[src/rtl/usr_pkg.sv]
// Package: shared mode type for the universal shift register chain.
// Assumes the mode select is presented as {hi,lo} on a two-bit bus.
package usr_pkg;

    typedef enum logic [1:0] {
        MODE_HOLD = 2'b00,
        MODE_UP   = 2'b01,
        MODE_DOWN = 2'b10,
        MODE_LOAD = 2'b11
    } usr_mode_e;

endpackage

[src/rtl/usr_next_state.sv]
// Module: computes the next contents of one stage from its mode, current
// contents, serial inputs at both ends and the parallel port value.
// Assumes the caller registers the result; purely combinational.
module usr_next_state
    import usr_pkg::*;
#(
    parameter int WIDTH = 8
) (
    input  usr_mode_e        mode,
    input  logic [WIDTH-1:0] cur,
    input  logic             lo_in,
    input  logic             hi_in,
    input  logic [WIDTH-1:0] par_in,
    output logic [WIDTH-1:0] nxt
);

    // Select the next value for the active mode.
    always_comb begin
        unique case (mode)
            MODE_HOLD: nxt = cur;
            MODE_UP:   nxt = {cur[WIDTH-2:0], lo_in};
            MODE_DOWN: nxt = {hi_in, cur[WIDTH-1:1]};
            MODE_LOAD: nxt = par_in;
            default:   nxt = cur;
        endcase
    end

endmodule

[src/rtl/usr_port_ctrl.sv]
// Module: decides whether one stage drives its bidirectional port.
// Assumes both enables are active low; a load always releases the port.
module usr_port_ctrl
    import usr_pkg::*;
(
    input  usr_mode_e mode,
    input  logic      en1_n,
    input  logic      en2_n,
    output logic      drive
);

    logic enables_on;
    logic port_is_input;

    // Both enables must be asserted to allow driving.
    always_comb enables_on = ~en1_n & ~en2_n;

    // A load turns the port into an input.
    always_comb port_is_input = (mode == MODE_LOAD);

    // Final drive decision.
    always_comb drive = enables_on & ~port_is_input;

endmodule

[src/rtl/usr_stage.sv]
// Module: one storage stage of the chain with its next-state logic and
// port drive control. Assumes neighbours supply the end serial inputs.
module usr_stage
    import usr_pkg::*;
#(
    parameter int WIDTH = 8
) (
    input  logic             clk,
    input  logic             clear_n,
    input  usr_mode_e        mode,
    input  logic             lo_in,
    input  logic             hi_in,
    input  logic [WIDTH-1:0] par_in,
    input  logic             en1_n,
    input  logic             en2_n,
    output logic [WIDTH-1:0] q,
    output logic             drive
);

    logic [WIDTH-1:0] q_nxt;

    usr_next_state #(.WIDTH(WIDTH)) u_next (
        .mode   (mode),
        .cur    (q),
        .lo_in  (lo_in),
        .hi_in  (hi_in),
        .par_in (par_in),
        .nxt    (q_nxt)
    );

    usr_port_ctrl u_port (
        .mode  (mode),
        .en1_n (en1_n),
        .en2_n (en2_n),
        .drive (drive)
    );

    // Stage register with asynchronous active-low clear.
    always_ff @(posedge clk or negedge clear_n) begin
        if (!clear_n) q <= '0;
        else          q <= q_nxt;
    end

endmodule

[src/rtl/usr_chain.sv]
// Module: top of the cascadable universal shift register. Chains STAGES
// stages so shifts cross stage boundaries, with an optional ring closure.
// Assumes one clock, mode and clear shared by all stages.
module usr_chain
    import usr_pkg::*;
#(
    parameter  int STAGES = 2,
    parameter  int WIDTH  = 8,
    localparam int TOT    = STAGES * WIDTH
) (
    input  logic              clk,
    input  logic              clear_n,
    input  logic [1:0]        mode_sel,
    input  logic              recirc,
    input  logic              ser_lo_in,
    input  logic              ser_hi_in,
    input  logic [STAGES-1:0] oe1_n,
    input  logic [STAGES-1:0] oe2_n,
    input  logic [TOT-1:0]    par_in,
    output logic [TOT-1:0]    par_out,
    output logic [STAGES-1:0] par_oe,
    output logic              ser_lo_out,
    output logic              ser_hi_out
);

    usr_mode_e      mode;
    logic [TOT-1:0] chain_q;
    logic           first_lo;
    logic           last_hi;

    // Decode the select bus into the mode type.
    always_comb mode = usr_mode_e'(mode_sel);

    // End inputs: external serial data or the opposite chain end.
    always_comb begin
        first_lo = recirc ? chain_q[TOT-1] : ser_lo_in;
        last_hi  = recirc ? chain_q[0]     : ser_hi_in;
    end

    for (genvar k = 0; k < STAGES; k++) begin : g_stage
        logic lo_k;
        logic hi_k;

        if (k == 0) begin : g_lo_end
            always_comb lo_k = first_lo;
        end else begin : g_lo_link
            always_comb lo_k = chain_q[k*WIDTH-1];
        end

        if (k == STAGES-1) begin : g_hi_end
            always_comb hi_k = last_hi;
        end else begin : g_hi_link
            always_comb hi_k = chain_q[(k+1)*WIDTH];
        end

        usr_stage #(.WIDTH(WIDTH)) u_stage (
            .clk     (clk),
            .clear_n (clear_n),
            .mode    (mode),
            .lo_in   (lo_k),
            .hi_in   (hi_k),
            .par_in  (par_in[k*WIDTH +: WIDTH]),
            .en1_n   (oe1_n[k]),
            .en2_n   (oe2_n[k]),
            .q       (chain_q[k*WIDTH +: WIDTH]),
            .drive   (par_oe[k])
        );
    end

    // Present contents and the serial ends.
    always_comb begin
        par_out    = chain_q;
        ser_lo_out = chain_q[0];
        ser_hi_out = chain_q[TOT-1];
    end

endmodule

[config.mk]
export PLATFORM = sky130hd
export DESIGN_NAME = usr_chain
export DESIGN_NICKNAME = d
export VERILOG_FILES = /design/src/rtl/usr_pkg.sv /design/src/rtl/usr_next_state.sv /design/src/rtl/usr_port_ctrl.sv /design/src/rtl/usr_stage.sv /design/src/rtl/usr_chain.sv
export SDC_FILE = /design/constraint.sdc
export NUM_CORES = 1
export LEC_CHECK = 0
export BUFFER_PORTS_ARGS = -buffer_cell sky130_fd_sc_hd__buf_2
export CORE_MARGIN = 4
export CORE_UTILIZATION = 47
export DETAILED_ROUTE_END_ITERATION = 12
export PLACE_DENSITY = 0.89
export SKIP_CTS_REPAIR_TIMING = 1
export SLEW_MARGIN = 20
export SYNTH_ARGS = -nofsm -noshare
export SYNTH_HDL_FRONTEND = slang
export SYNTH_SLANG_ARGS = --single-unit
[constraint.sdc]
create_clock -name clk -period 2.4 [get_ports clk]
set_input_delay 0 -clock clk [delete_from_list [all_inputs] [get_ports clk]]
set_output_delay 0 -clock clk [all_outputs]
set_load 0.05 [all_outputs]
==> results of run 1 <==
[synth_stat cells, drive strengths merged]
library cell	instances
mux2	2
dfrtp	16
buf	10
a211oi	2
mux4	16
[stage by stage]
step / std cells / setup WS [ns] / hold WS [ns] / area [sq um]
finish: 112 / 1.12 / 0.0308 / 1110
global route: 112 / 1.06 / 0.0154 / 1110
CTS: 111 / 1.10 / -0.387 / 1100
detailed placement: 107 / 1.12 / -0.0765 / 1070
global placement: 107 / 1.15 / -0.0803 / 1070
floorplan: 46 / 0.899 / -0.296 / 892
[power groups by stage]
| stage | Clock (mW) | Combinational [mW] | Sequential [mW] |
|---|---|---|---|
| after detailed placement | 0 | 0.505 | 0.405 |
| after floorplan | 0 | 0.221 | 0.588 |
| after CTS | 0.177 | 0.505 | 0.400 |
| after global routing | 0.189 | 0.523 | 0.412 |
| final | 0.168 | 0.501 | 0.399 |
| after global placement | 0 | 0.500 | 0.400 |
[logic make-up (layout without fill, tap and decap cells)]
kind of cell / after synthesis / count (layout) / synth area share [%]
multiplexers: 18 / 18 / 43.8
flip-flops: 16 / 16 / 44.9
AO/OA/AOI/OAI: 2 / 2 / 1.68
buffers and inverters: 10 / 51 / 9.68
[layer usage]
layer / wire length [microns] / track usage [%] / up-vias
met1: 687 / 20.9 / 309
met2: 903 / 21.8 / 26
met5: 0 / 0 / -
met3: 126 / 1.72 / 2
met4: 19 / 9.17 / 0
li1: - / - / 267
[final cells by class]
| cell class | instances | area, sq um |
|---|---|---|
| Multi-Input combinational cell | 20 | 405 |
| Clock buffer | 4 | 36.3 |
| Timing Repair Buffer | 47 | 240 |
| Sequential cell | 16 | 400 |
| Fill cell | 150 | 651 |
| Tap cell | 25 | 31.3 |
[critical path, stage by stage (launching register included)]
cell and delay (ns):
sky130_fd_sc_hd__dfrtp_1 0.42, sky130_fd_sc_hd__mux2_1 0.30, sky130_fd_sc_hd__mux4_2 0.45
[worst max-delay path by stage]
| stage | to | slack, ns |
|---|---|---|
| after floorplan | g_stage[1].u_stage.q[7] | 0.90 |
| after global routing | g_stage[1].u_stage.q[7] | 1.06 |
| final | g_stage[1].u_stage.q[7] | 1.12 |
| after global placement | g_stage[0].u_stage.q[0] | 1.15 |
| after detailed placement | g_stage[0].u_stage.q[0] | 1.12 |
| after CTS | g_stage[0].u_stage.q[0] | 1.10 |
==> impl_metrics.sql, run 1 <==
INSERT INTO impl_metrics (metric_group, metric, value, unit) VALUES
('timing', 'hold_violations', '0', ''),
('global_routing', 'via_count_of_the_first_global_routing_pass', '632', ''),
('pwr', 'ir_drop', '0.405', 'mV'),
('pwr', 'static-leakage-power', '0.517', 'nW'),
('setup_path', 'worst-setup-path-type', 'reg2reg', ''),
('cts', 'clk_pin_slew_worst_paths', '0.09', 'ns'),
('run', 'cap_viol_max_count', '0', ''),
('synthesis', 'synth_sequential_area_ratio', '44.9', '%'),
('timing', 'clock-skew-final', '0.00106', 'ns'),
('pwr', 'power.share.sequential', '37.3', '%'),
('synthesis', 'synthCells', '46', ''),
('cts', 'tritoncts', 'built', ''),
('pwr', 'power.density', '960', 'mW/mm^2'),
('global_routing', 'antenna_found_initial', '0', ''),
('cts', 'clock-root-buffer', 'sky130_fd_sc_hd__clkbuf_4', ''),
('run_status', 'run_status', 'finished clean', ''),
('die', 'floorplan.initialDensity', '50.6', '%'),
('hold_path', 'whs_endpoint', 'g_stage[1].u_stage.q[2]', ''),
('detailed_routing', 'routed-via-count', '604', ''),
('hold_path', 'worst_hold_path_type', 'in2reg', ''),
('setup_path', 'reg2reg_from', 'g_stage[0].u_stage.q[0]', ''),
('setup_path', 'worst-r2r-setup-slack', '1.12', 'ns'),
('synthesis', 'ys_seq_elements', '16', ''),
('timing', 'finalSetupViolCount', '0', ''),
('pwr', 'share_clk_of_total_power', '15.8', '%'),
('placement', 'gp_routability_congestion', '0.709', ''),
('placement', 'dp.final_hpwl', '1360', 'microns'),
('die', 'die-height', '51.6', 'microns'),
('synthesis', 'netlist-cell-type-count', '9', ''),
('finish', 'num_antenna_cells', '0', ''),
('cts', 'numCtsBuffers', '3', ''),
('synthesis', 'synth_largest_type_area_fraction', '44.9', '%'),
('detailed_routing', 'detail_route.iter0.violations', '9', ''),
('finish', 'final_nets', '115', ''),
('finish', 'final_common_cell', 'sky130_fd_sc_hd__buf_2', ''),
('finish', 'synthToLayoutAreaGrowth', '24.8', '%'),
('hold_path', 'holdCritStartpoint', 'par_in[10]', ''),
('finish', 'highest_count_cells_in_the_layout_ignoring_fill_and_taps', 'sky130_fd_sc_hd__buf_2 (46), sky130_fd_sc_hd__dfrtp_1 (16), sky130_fd_sc_hd__mux4_2 (14), sky130_fd_sc_hd__clkbuf_4 (3)', ''),
('setup_path', 'critPathMaxFanout', '5', ''),
('timing', 'rsz0062_at_grt', 'no', ''),
('synthesis', 'synthTopCellsByArea', 'sky130_fd_sc_hd__dfrtp_1 (45%), sky130_fd_sc_hd__mux4_2 (35%), sky130_fd_sc_hd__mux4_1 (5.9%)', ''),
('cts', 'clk_latency', '0.27', 'ns'),
('detailed_routing', 'drcViolationCount', '0', ''),
('pwr', 'comb_power_share', '46.9', '%'),
('timing', 'max_clock_freq', '779', 'MHz'),
('detailed_routing', 'routed_wl', '1740', 'microns'),
('die', 'design.die.area', '0.00266', 'sq mm'),
('finish', 'final_layout_size_suffix_gt1_share', '73.6', '%'),
('die', 'placementRows', '15', ''),
('global_routing', 'grt_max_degree', '19', ''),
('finish', 'fin_util', '63.1', '%'),
('die', 'core_area', '0.00176', 'sq mm'),
('pwr', 'power.share.switching', '44.3', '%'),
('hold_path', 'hold_depth', '2', ''),
('detailed_routing', 'post_drt_wl_per_cell', '15.5', 'microns'),
('global_routing', 'grtUsageTotal', '14.8', '%'),
('timing', 'slew_viol_final', '0', ''),
('timing', 'timing.setup.tns', '0', 'ns'),
('timing', 'max-slew-margin-rel', '67.4', '%'),
('pwr', 'fin_total_pwr', '1.07', 'mW'),
('setup_path', 'startpoint', 'g_stage[0].u_stage.q[0]', ''),
('finish', 'largest_reg_flops', '16', ''),
('setup_path', 'crit-reg2reg-capture', 'g_stage[1].u_stage.q[7]', ''),
('synthesis', 'post_synth_instance_area', '892', 'sq um'),
('detailed_routing', 'drt_pre_antenna_iters', '4', ''),
('synthesis', 'post_synth.cell_area_avg', '19.4', 'sq um'),
('synthesis', 'syn-num-nets', '73', ''),
('synthesis', 'yosys_warning_total', '0', ''),
('detailed_routing', 'final_antenna_net_count', '0', ''),
('placement', 'placement.io_buffers', '46', ''),
('finish', 'largest-register', 'g_stage.u_stage.q', '');
Power figures use the tool's default switching activity.
==> inputs of run 2 (changes only) <==
--- a/config.mk
+++ b/config.mk
@@ -5,11 +5,12 @@
 export SDC_FILE = /design/constraint.sdc
 export NUM_CORES = 1
 export LEC_CHECK = 0
+export ABC_AREA = 1
 export BUFFER_PORTS_ARGS = -buffer_cell sky130_fd_sc_hd__buf_2
 export CORE_MARGIN = 4
-export CORE_UTILIZATION = 47
+export CORE_UTILIZATION = 41
 export DETAILED_ROUTE_END_ITERATION = 12
-export PLACE_DENSITY = 0.89
+export PLACE_DENSITY = 0.8
 export SKIP_CTS_REPAIR_TIMING = 1
 export SLEW_MARGIN = 20
 export SYNTH_ARGS = -nofsm -noshare
==> constraint.sdc (replaced) <==
create_clock -name clk -period 1.1 [get_ports clk]
set_input_delay 0 -clock clk [delete_from_list [all_inputs] [get_ports clk]]
set_output_delay 0 -clock clk [all_outputs]
set_load 0.05 [all_outputs]
==> run 2 against run 1 <==
  * Cell count rose by 110%
  * Final area rose by 14%
  * Highest routed layer unchanged
  * Core utilization fell by 8.0 points
  * Worst setup slack got worse by 1.0 ns
  * Largest power group unchanged
==> impl_metrics.sql, run 2 <==
INSERT INTO impl_metrics (metric_group, metric, value, unit) VALUES
('synthesis', 'syn-num-nets', '190', ''),
('global_routing', 'antenna_found_initial', '0', ''),
('timing', 'min_period', '1.01', 'ns'),
('timing', 'finalSetupViolCount', '0', ''),
('die', 'pin_count', '47', ''),
('die', 'floorplan.initialDensity', '45.0', '%'),
('setup_path', 'cp_max_stage_cell', 'sky130_fd_sc_hd__dfrtp_1', ''),
('setup_path', 'critPathMaxFanout', '5', ''),
('setup_path', 'required', '1.10', 'ns'),
('finish', 'final_common_cell', 'sky130_fd_sc_hd__nand2_1', ''),
('finish', 'fillCellCount', '259', ''),
('cts', 'clk_pin_slew_worst_paths', '0.09', 'ns'),
('synthesis', 'async_flop_share', '100', '%'),
('setup_path', 'endpoint_kind', 'output pin', ''),
('setup_path', 'reg2reg_from', 'g_stage[1].u_stage.q[7]', ''),
('detailed_routing', 'drt-vias-per-instance', '4.85', ''),
('setup_path', 'worst-setup-path-type', 'reg2out', ''),
('cts', 'numCtsBuffers', '3', ''),
('placement', 'gp_routability_congestion', '0.777', ''),
('timing', 'max-slew-margin-rel', '75.6', '%'),
('cts', 'clock-root-buffer', 'sky130_fd_sc_hd__clkbuf_4', ''),
('synthesis', 'netlist-cell-type-count', '12', ''),
('hold_path', 'holdCritStartpoint', 'par_in[12]', ''),
('setup_path', 'cpPeakStageDelay', '0.43', 'ns'),
('cts', 'clock_sinks', '16', ''),
('detailed_routing', 'drcViolationCount', '0', ''),
('synthesis', 'yosysMostFrequentCell', 'sky130_fd_sc_hd__nand2_1', ''),
('setup_path', 'cp.arrival', '1.01', 'ns'),
('timing', 'timing.setup.tns', '0', 'ns'),
('die', 'design.die.area', '0.00339', 'sq mm'),
('detailed_routing', 'drt_pre_antenna_iters', '4', ''),
('setup_path', 'r2r_worst_path_depth', '6', ''),
('run', 'cap_viol_max_count', '0', ''),
('finish', 'largest_reg_flops', '16', ''),
('detailed_routing', 'routed-via-count', '1129', ''),
('pwr', 'static-leakage-power', '0.790', 'nW'),
('timing', 'rsz0062_at_grt', 'no', ''),
('timing', 'slew_viol_final', '0', ''),
('cts', 'clockBufferDepth', '2', ''),
('detailed_routing', 'routed_wl', '2600', 'microns'),
('setup_path', 'timing.critical_path.buf_inv', '1', ''),
('pwr', 'power.density', '1490', 'mW/mm^2'),
('global_routing', 'grtUsageTotal', '16.5', '%'),
('hold_path', 'hold_depth', '5', ''),
('placement', 'place_inst', '229', ''),
('placement', 'placement.io_buffers', '46', ''),
('global_routing', 'via_count_of_the_first_global_routing_pass', '998', ''),
('timing', 'min_period_over_period', '91.9', '%'),
('setup_path', 'crit-reg2reg-capture', 'g_stage[0].u_stage.q[0]', ''),
('placement', 'dp.final_hpwl', '1970', 'microns'),
('finish', 'highest_count_cells_in_the_layout_ignoring_fill_and_taps', 'sky130_fd_sc_hd__nand2_1 (99), sky130_fd_sc_hd__buf_2 (46), sky130_fd_sc_hd__nand3_1 (17), sky130_fd_sc_hd__dfrtp_1 (16), sky130_fd_sc_hd__inv_1 (8)', ''),
('setup_path', 'crit_path_cell_trace', 'buf_2', ''),
('synthesis', 'ys_seq_elements', '16', ''),
('finish', 'final_nets', '234', ''),
('finish', 'synthToLayoutAreaGrowth', '22.4', '%'),
('timing', 'holdWs', '0.0170', 'ns'),
('detailed_routing', 'detail_route.iter0.violations', '36', ''),
('die', 'placementRows', '17', ''),
('synthesis', 'synthCells', '163', ''),
('hold_path', 'worst_hold_path_type', 'in2reg', ''),
('synthesis', 'post_synth_instance_area', '0.00103', 'sq mm'),
('finish', 'final_layout_size_suffix_gt1_share', '28.3', '%'),
('setup_path', 'worst-r2r-setup-slack', '0.21', 'ns'),
('synthesis', 'post_synth.cell_area_avg', '6.35', 'sq um'),
('die', 'die-height', '58.2', 'microns'),
('pwr', 'fin_total_pwr', '1.89', 'mW'),
('synthesis', 'synthTopCellsByArea', 'sky130_fd_sc_hd__dfrtp_1 (39%), sky130_fd_sc_hd__nand2_1 (36%), sky130_fd_sc_hd__nand3_1 (8.2%)', ''),
('synthesis', 'yosys_warning_total', '0', ''),
('global_routing', 'grt_remaining_overflow', '0', ''),
('timing', 'clock-skew-final', '0.00267', 'ns'),
('die', 'horizontal_extent_of_the_die', '58.2', 'microns'),
('die', 'core_area', '0.00230', 'sq mm'),
('setup_path', 'critPathTopFamily', 'flip-flops', ''),
('synthesis', 'synth_largest_type_area_fraction', '38.7', '%'),
('setup_path', 'setup.worst_path.start_class', 'flip-flop', ''),
('run_status', 'run_status', 'finished clean', ''),
('timing', 'worstMarginPinSlew', '0.366', 'ns'),
('finish', 'num_antenna_cells', '0', ''),
('synthesis', 'synth.top_cells.by_count', 'sky130_fd_sc_hd__nand2_1 (99), sky130_fd_sc_hd__nand3_1 (17), sky130_fd_sc_hd__dfrtp_1 (16), sky130_fd_sc_hd__inv_1 (8), sky130_fd_sc_hd__buf_4 (6)', ''),
('detailed_routing', 'post_drt_wl_per_cell', '11.1', 'microns'),
('timing', 'hold_violations', '0', ''),
('pwr', 'ir_drop', '0.952', 'mV'),
('finish', 'instances_no_fill', '233', ''),
('placement', 'post-place-ws', '0.210', 'ns'),
('synthesis', 'synth_sequential_area_ratio', '38.7', '%'),
('finish', 'reg.largest.list', 'g_stage.u_stage.q: 16 flops', ''),
('timing', 'postLayoutSetupSlackWorst', '0.0896', 'ns'),
('global_routing', 'grt_max_degree', '17', ''),
('hold_path', 'whs_endpoint', 'g_stage[1].u_stage.q[4]', ''),
('cts', 'cts_h_tree_depth', '1', ''),
('synthesis', 'dominantRegCellSynth', 'sky130_fd_sc_hd__dfrtp_1', ''),
('timing', 'max_clock_freq', '990', 'MHz'),
('detailed_routing', 'final_antenna_net_count', '0', ''),
('synthesis', 'synth_enable_flop_cells', '0', ''),
('finish', 'largest-register', 'g_stage.u_stage.q', ''),
('synthesis', 'synth_top_area_cell', 'sky130_fd_sc_hd__dfrtp_1', ''),
('cts', 'tritoncts', 'built', ''),
('global_routing', 'grt_pass1_wl', '4390', 'microns'),
('cts', 'clk_latency', '0.28', 'ns');
[run 2: changes by cell type after synthesis, sizes merged]
| cell | delta |
|---|---|
| a211oi | -2 |
| a21oi | +1 |
| buf | +1 |
| inv | +11 |
| mux2 | -2 |
| mux4 | -16 |
| nand2 | +101 |
| nand3 | +17 |
| nor2 | +6 |
[run 2: final cells by class]
cell class | instances | area (sq um) | share of cell area (%)
Sequential cell | 16 | 400 | 31.6
Timing Repair Buffer | 50 | 263 | 20.8
Tap cell | 28 | 35.0 | 2.77
Clock buffer | 3 | 22.5 | 1.78
Inverter | 11 | 41.3 | 3.26
Multi-Input combinational cell | 125 | 504 | 39.8
[run 2: how the worst max path moves through the flow]
stage | start | end | slack, ns | depth (start not counted)
floorplan | g_stage[1].u_stage.q[7] | g_stage[0].u_stage.q[0] | 0.04 | 6
global placement | mode_sel[1] | g_stage[1].u_stage.q[3] | 0.22 | 7
detailed placement | mode_sel[1] | g_stage[1].u_stage.q[3] | 0.21 | 7
CTS | g_stage[0].u_stage.q[0] | ser_lo_out | 0.1 | 1
global route | g_stage[0].u_stage.q[0] | ser_lo_out | 0.06 | 1
finish | g_stage[0].u_stage.q[0] | ser_lo_out | 0.09 | 1
[run 2: worst register-to-register path, delay by kind of cell (launching register included)]
kind          cells  cell delay [ns]
flops             1             0.43
simple gates      5             0.29
buf+inv           1             0.07
[run 2: through the flow]
stage	util, %	cell area [sq um]
floorplan	-	1030
global placement	53.7	1230
detailed placement	53.7	1230
CTS	54.7	1260
global route	55.1	1270
finish	55.1	1270
[run 2: kinds of logic after synthesis]
family / count (synthesis) / share of synthesized area, %
compound gates: 1 / 0.483
simple gates: 124 / 48.2
flops: 16 / 38.7
buf+inv: 22 / 12.6
[run 2: power by group]
group          switching [mW]  leakage (nW)  internal [mW]
Combinational           0.601         0.574          0.207
Clock                   0.177        0.0138          0.127
Sequential              0.102         0.203          0.679
Total                   0.880         0.790           1.01
[run 2: per-layer routing]
metal,wire length (microns),global-route usage (%)
met3,258,3.12
met4,36,5.96
met2,1130,26.1
met5,0,0
met1,1170,22.4
==> inputs of run 3 (changes only) <==
--- a/config.mk
+++ b/config.mk
@@ -8,9 +8,9 @@
 export ABC_AREA = 1
 export BUFFER_PORTS_ARGS = -buffer_cell sky130_fd_sc_hd__buf_2
 export CORE_MARGIN = 4
-export CORE_UTILIZATION = 41
+export CORE_UTILIZATION = 25
 export DETAILED_ROUTE_END_ITERATION = 12
-export PLACE_DENSITY = 0.8
+export PLACE_DENSITY = 0.56
 export SKIP_CTS_REPAIR_TIMING = 1
 export SLEW_MARGIN = 20
 export SYNTH_ARGS = -nofsm -noshare
==> run 3 against run 2 <==
  * Core utilization down 22 points
  * Register-to-register slack better by 0.04 ns
  * Global-route usage down 4.9 points
  * Final area up 3.7%
  * Flip-flop and latch count unchanged
  * Cell count up 9.4%
  * Power up 7.8%
  * Sequential share of layout area down 1.1 points
==> impl_metrics.sql, run 3 (synthesis gave the netlist of run 2 again) <==
INSERT INTO impl_metrics (metric_group, metric, value, unit) VALUES
('global_routing', 'grt_max_degree', '17', ''),
('finish', 'final_layout_size_suffix_gt1_share', '28.3', '%'),
('timing', 'min_period_over_period', '87.1', '%'),
('timing', 'clock-skew-final', '0.00337', 'ns'),
('timing', 'max_clock_freq', '1040', 'MHz'),
('finish', 'largest_reg_flops', '16', ''),
('cts', 'numCtsBuffers', '3', ''),
('global_routing', 'grt_remaining_overflow', '0', ''),
('cts', 'clk_pin_slew_worst_paths', '0.07', 'ns'),
('timing', 'rsz0062_at_grt', 'no', ''),
('detailed_routing', 'drt_pre_antenna_iters', '4', ''),
('cts', 'clockBufferDepth', '2', ''),
('cts', 'tritoncts', 'built', ''),
('pwr', 'ir_drop', '0.491', 'mV'),
('timing', 'slew_viol_final', '0', ''),
('timing', 'holdWs', '0.0569', 'ns'),
('global_routing', 'via_count_of_the_first_global_routing_pass', '1077', ''),
('finish', 'synthToLayoutAreaGrowth', '26.8', '%'),
('pwr', 'static-leakage-power', '0.798', 'nW'),
('detailed_routing', 'drt-vias-per-instance', '4.30', ''),
('setup_path', 'crit_path_cell_trace', 'buf_2', ''),
('timing', 'hold_violations', '0', ''),
('setup_path', 'cp_max_stage_cell', 'sky130_fd_sc_hd__dfrtp_1', ''),
('setup_path', 'critPathMaxFanout', '5', ''),
('setup_path', 'critPathTopFamily', 'flip-flops', ''),
('timing', 'finalSetupViolCount', '0', ''),
('finish', 'largest-register', 'g_stage.u_stage.q', ''),
('timing', 'min_period', '0.958', 'ns'),
('pwr', 'fin_total_pwr', '2.04', 'mW'),
('setup_path', 'startpoint', 'g_stage[0].u_stage.q[0]', ''),
('die', 'die-height', '72.3', 'microns'),
('detailed_routing', 'routed-via-count', '1097', ''),
('die', 'design.die.area', '0.00523', 'sq mm'),
('cts', 'clock-root-buffer', 'sky130_fd_sc_hd__clkbuf_8', ''),
('global_routing', 'grt_pass1_wl', '4970', 'microns'),
('setup_path', 'endpoint_kind', 'output pin', ''),
('timing', 'worstMarginPinSlew', '0.371', 'ns'),
('setup_path', 'reg2reg_from', 'g_stage[1].u_stage.q[7]', ''),
('setup_path', 'r2r_worst_path_depth', '6', ''),
('setup_path', 'path_depth', '1', ''),
('setup_path', 'setup.worst_path.start_class', 'flip-flop', ''),
('timing', 'max-slew-margin-rel', '75.2', '%'),
('setup_path', 'required', '1.10', 'ns'),
('hold_path', 'worst_hold_path_type', 'in2reg', ''),
('die', 'pin_count', '47', ''),
('die', 'placementRows', '23', ''),
('finish', 'final_nets', '234', ''),
('placement', 'gp_routability_congestion', '0.754', ''),
('setup_path', 'worst-r2r-setup-slack', '0.25', 'ns'),
('setup_path', 'cpPeakStageDelay', '0.42', 'ns'),
('finish', 'highest_count_cells_in_the_layout_ignoring_fill_and_taps', 'sky130_fd_sc_hd__nand2_1 (99), sky130_fd_sc_hd__buf_2 (46), sky130_fd_sc_hd__nand3_1 (17), sky130_fd_sc_hd__dfrtp_1 (16), sky130_fd_sc_hd__inv_1 (8)', ''),
('setup_path', 'timing.critical_path.buf_inv', '1', ''),
('global_routing', 'antenna_found_initial', '0', ''),
('detailed_routing', 'final_antenna_net_count', '0', ''),
('finish', 'reg.largest.list', 'g_stage.u_stage.q: 16 flops', ''),
('finish', 'final_common_cell', 'sky130_fd_sc_hd__nand2_1', ''),
('cts', 'cts_h_tree_depth', '1', ''),
('global_routing', 'grtUsageTotal', '11.6', '%'),
('setup_path', 'critPathCapture', 'ser_lo_out', ''),
('run', 'cap_viol_max_count', '0', ''),
('detailed_routing', 'drcViolationCount', '0', ''),
('detailed_routing', 'routed_wl', '2870', 'microns'),
('die', 'horizontal_extent_of_the_die', '72.3', 'microns'),
('detailed_routing', 'detail_route.iter0.violations', '34', ''),
('cts', 'clk_latency', '0.25', 'ns'),
('setup_path', 'worst-setup-path-type', 'reg2out', ''),
('finish', 'stdcell_area', '0.00131', 'sq mm'),
('pwr', 'power.density', '1550', 'mW/mm^2'),
('hold_path', 'hold_depth', '5', ''),
('detailed_routing', 'post_drt_wl_per_cell', '11.3', 'microns'),
('setup_path', 'crit-reg2reg-capture', 'g_stage[0].u_stage.q[0]', ''),
('finish', 'num_antenna_cells', '0', ''),
('placement', 'placement.io_buffers', '46', ''),
('setup_path', 'cp.arrival', '0.96', 'ns'),
('placement', 'dp.final_hpwl', '2190', 'microns'),
('die', 'core_area', '0.00400', 'sq mm'),
('timing', 'timing.setup.tns', '0', 'ns'),
('die', 'floorplan.initialDensity', '25.9', '%'),
('cts', 'clock_sinks', '16', ''),
('placement', 'dpl_cell_area', '0.00126', 'sq mm'),
('run_status', 'run_status', 'finished clean', '');
-- run 3: cell counts in the layout (fill, tap and decap cells not counted) --
Identical to the previous run, type by type.
-- run 3: cell type report --
| class | count | area, sq um |
|---|---|---|
| multi-input cells | 125 | 504 |
| clock buffers | 3 | 41.3 |
| well taps | 50 | 62.6 |
| repair buffers | 50 | 263 |
| fillers | 469 | 2690 |
| flip-flops and latches | 16 | 400 |
| inverters | 11 | 41.3 |
-- run 3: metrics by stage --
step / setup slack [ns] / cells / util, %
2_1_floorplan: 0.0373 / 163 / -
5_1_grt: 0.0980 / 255 / 32.8
3_5_place_dp: 0.167 / 251 / 31.5
4_1_cts: 0.129 / 254 / 32.6
6_report: 0.142 / 255 / 32.8
3_3_place_gp: 0.205 / 251 / 31.5
-- run 3: how the worst min path moves through the flow --
stage | from | slack (ns) | end
floorplan | clear_n | -0.30 | g_stage[0].u_stage.q[0]
global placement | clear_n | -0.06 | g_stage[1].u_stage.q[0]
detailed placement | clear_n | -0.06 | g_stage[1].u_stage.q[0]
CTS | clear_n | -0.33 | g_stage[1].u_stage.q[6]
global route | par_in[1] | 0.09 | g_stage[0].u_stage.q[1]
finish | par_in[4] | 0.06 | g_stage[0].u_stage.q[4]
-- run 3: power by group --
part,internal (mW),switching (mW)
Combinational,0.206,0.601
Sequential,0.680,0.108
Clock,0.243,0.202
Total,1.13,0.911
-- run 3: per-layer routing --
metal / global-route usage, % / wire [microns]
met2: 19.0 / 1400
met5: 0 / 0
met1: 15.5 / 1290
met3: 1.66 / 147
met4: 3.97 / 36
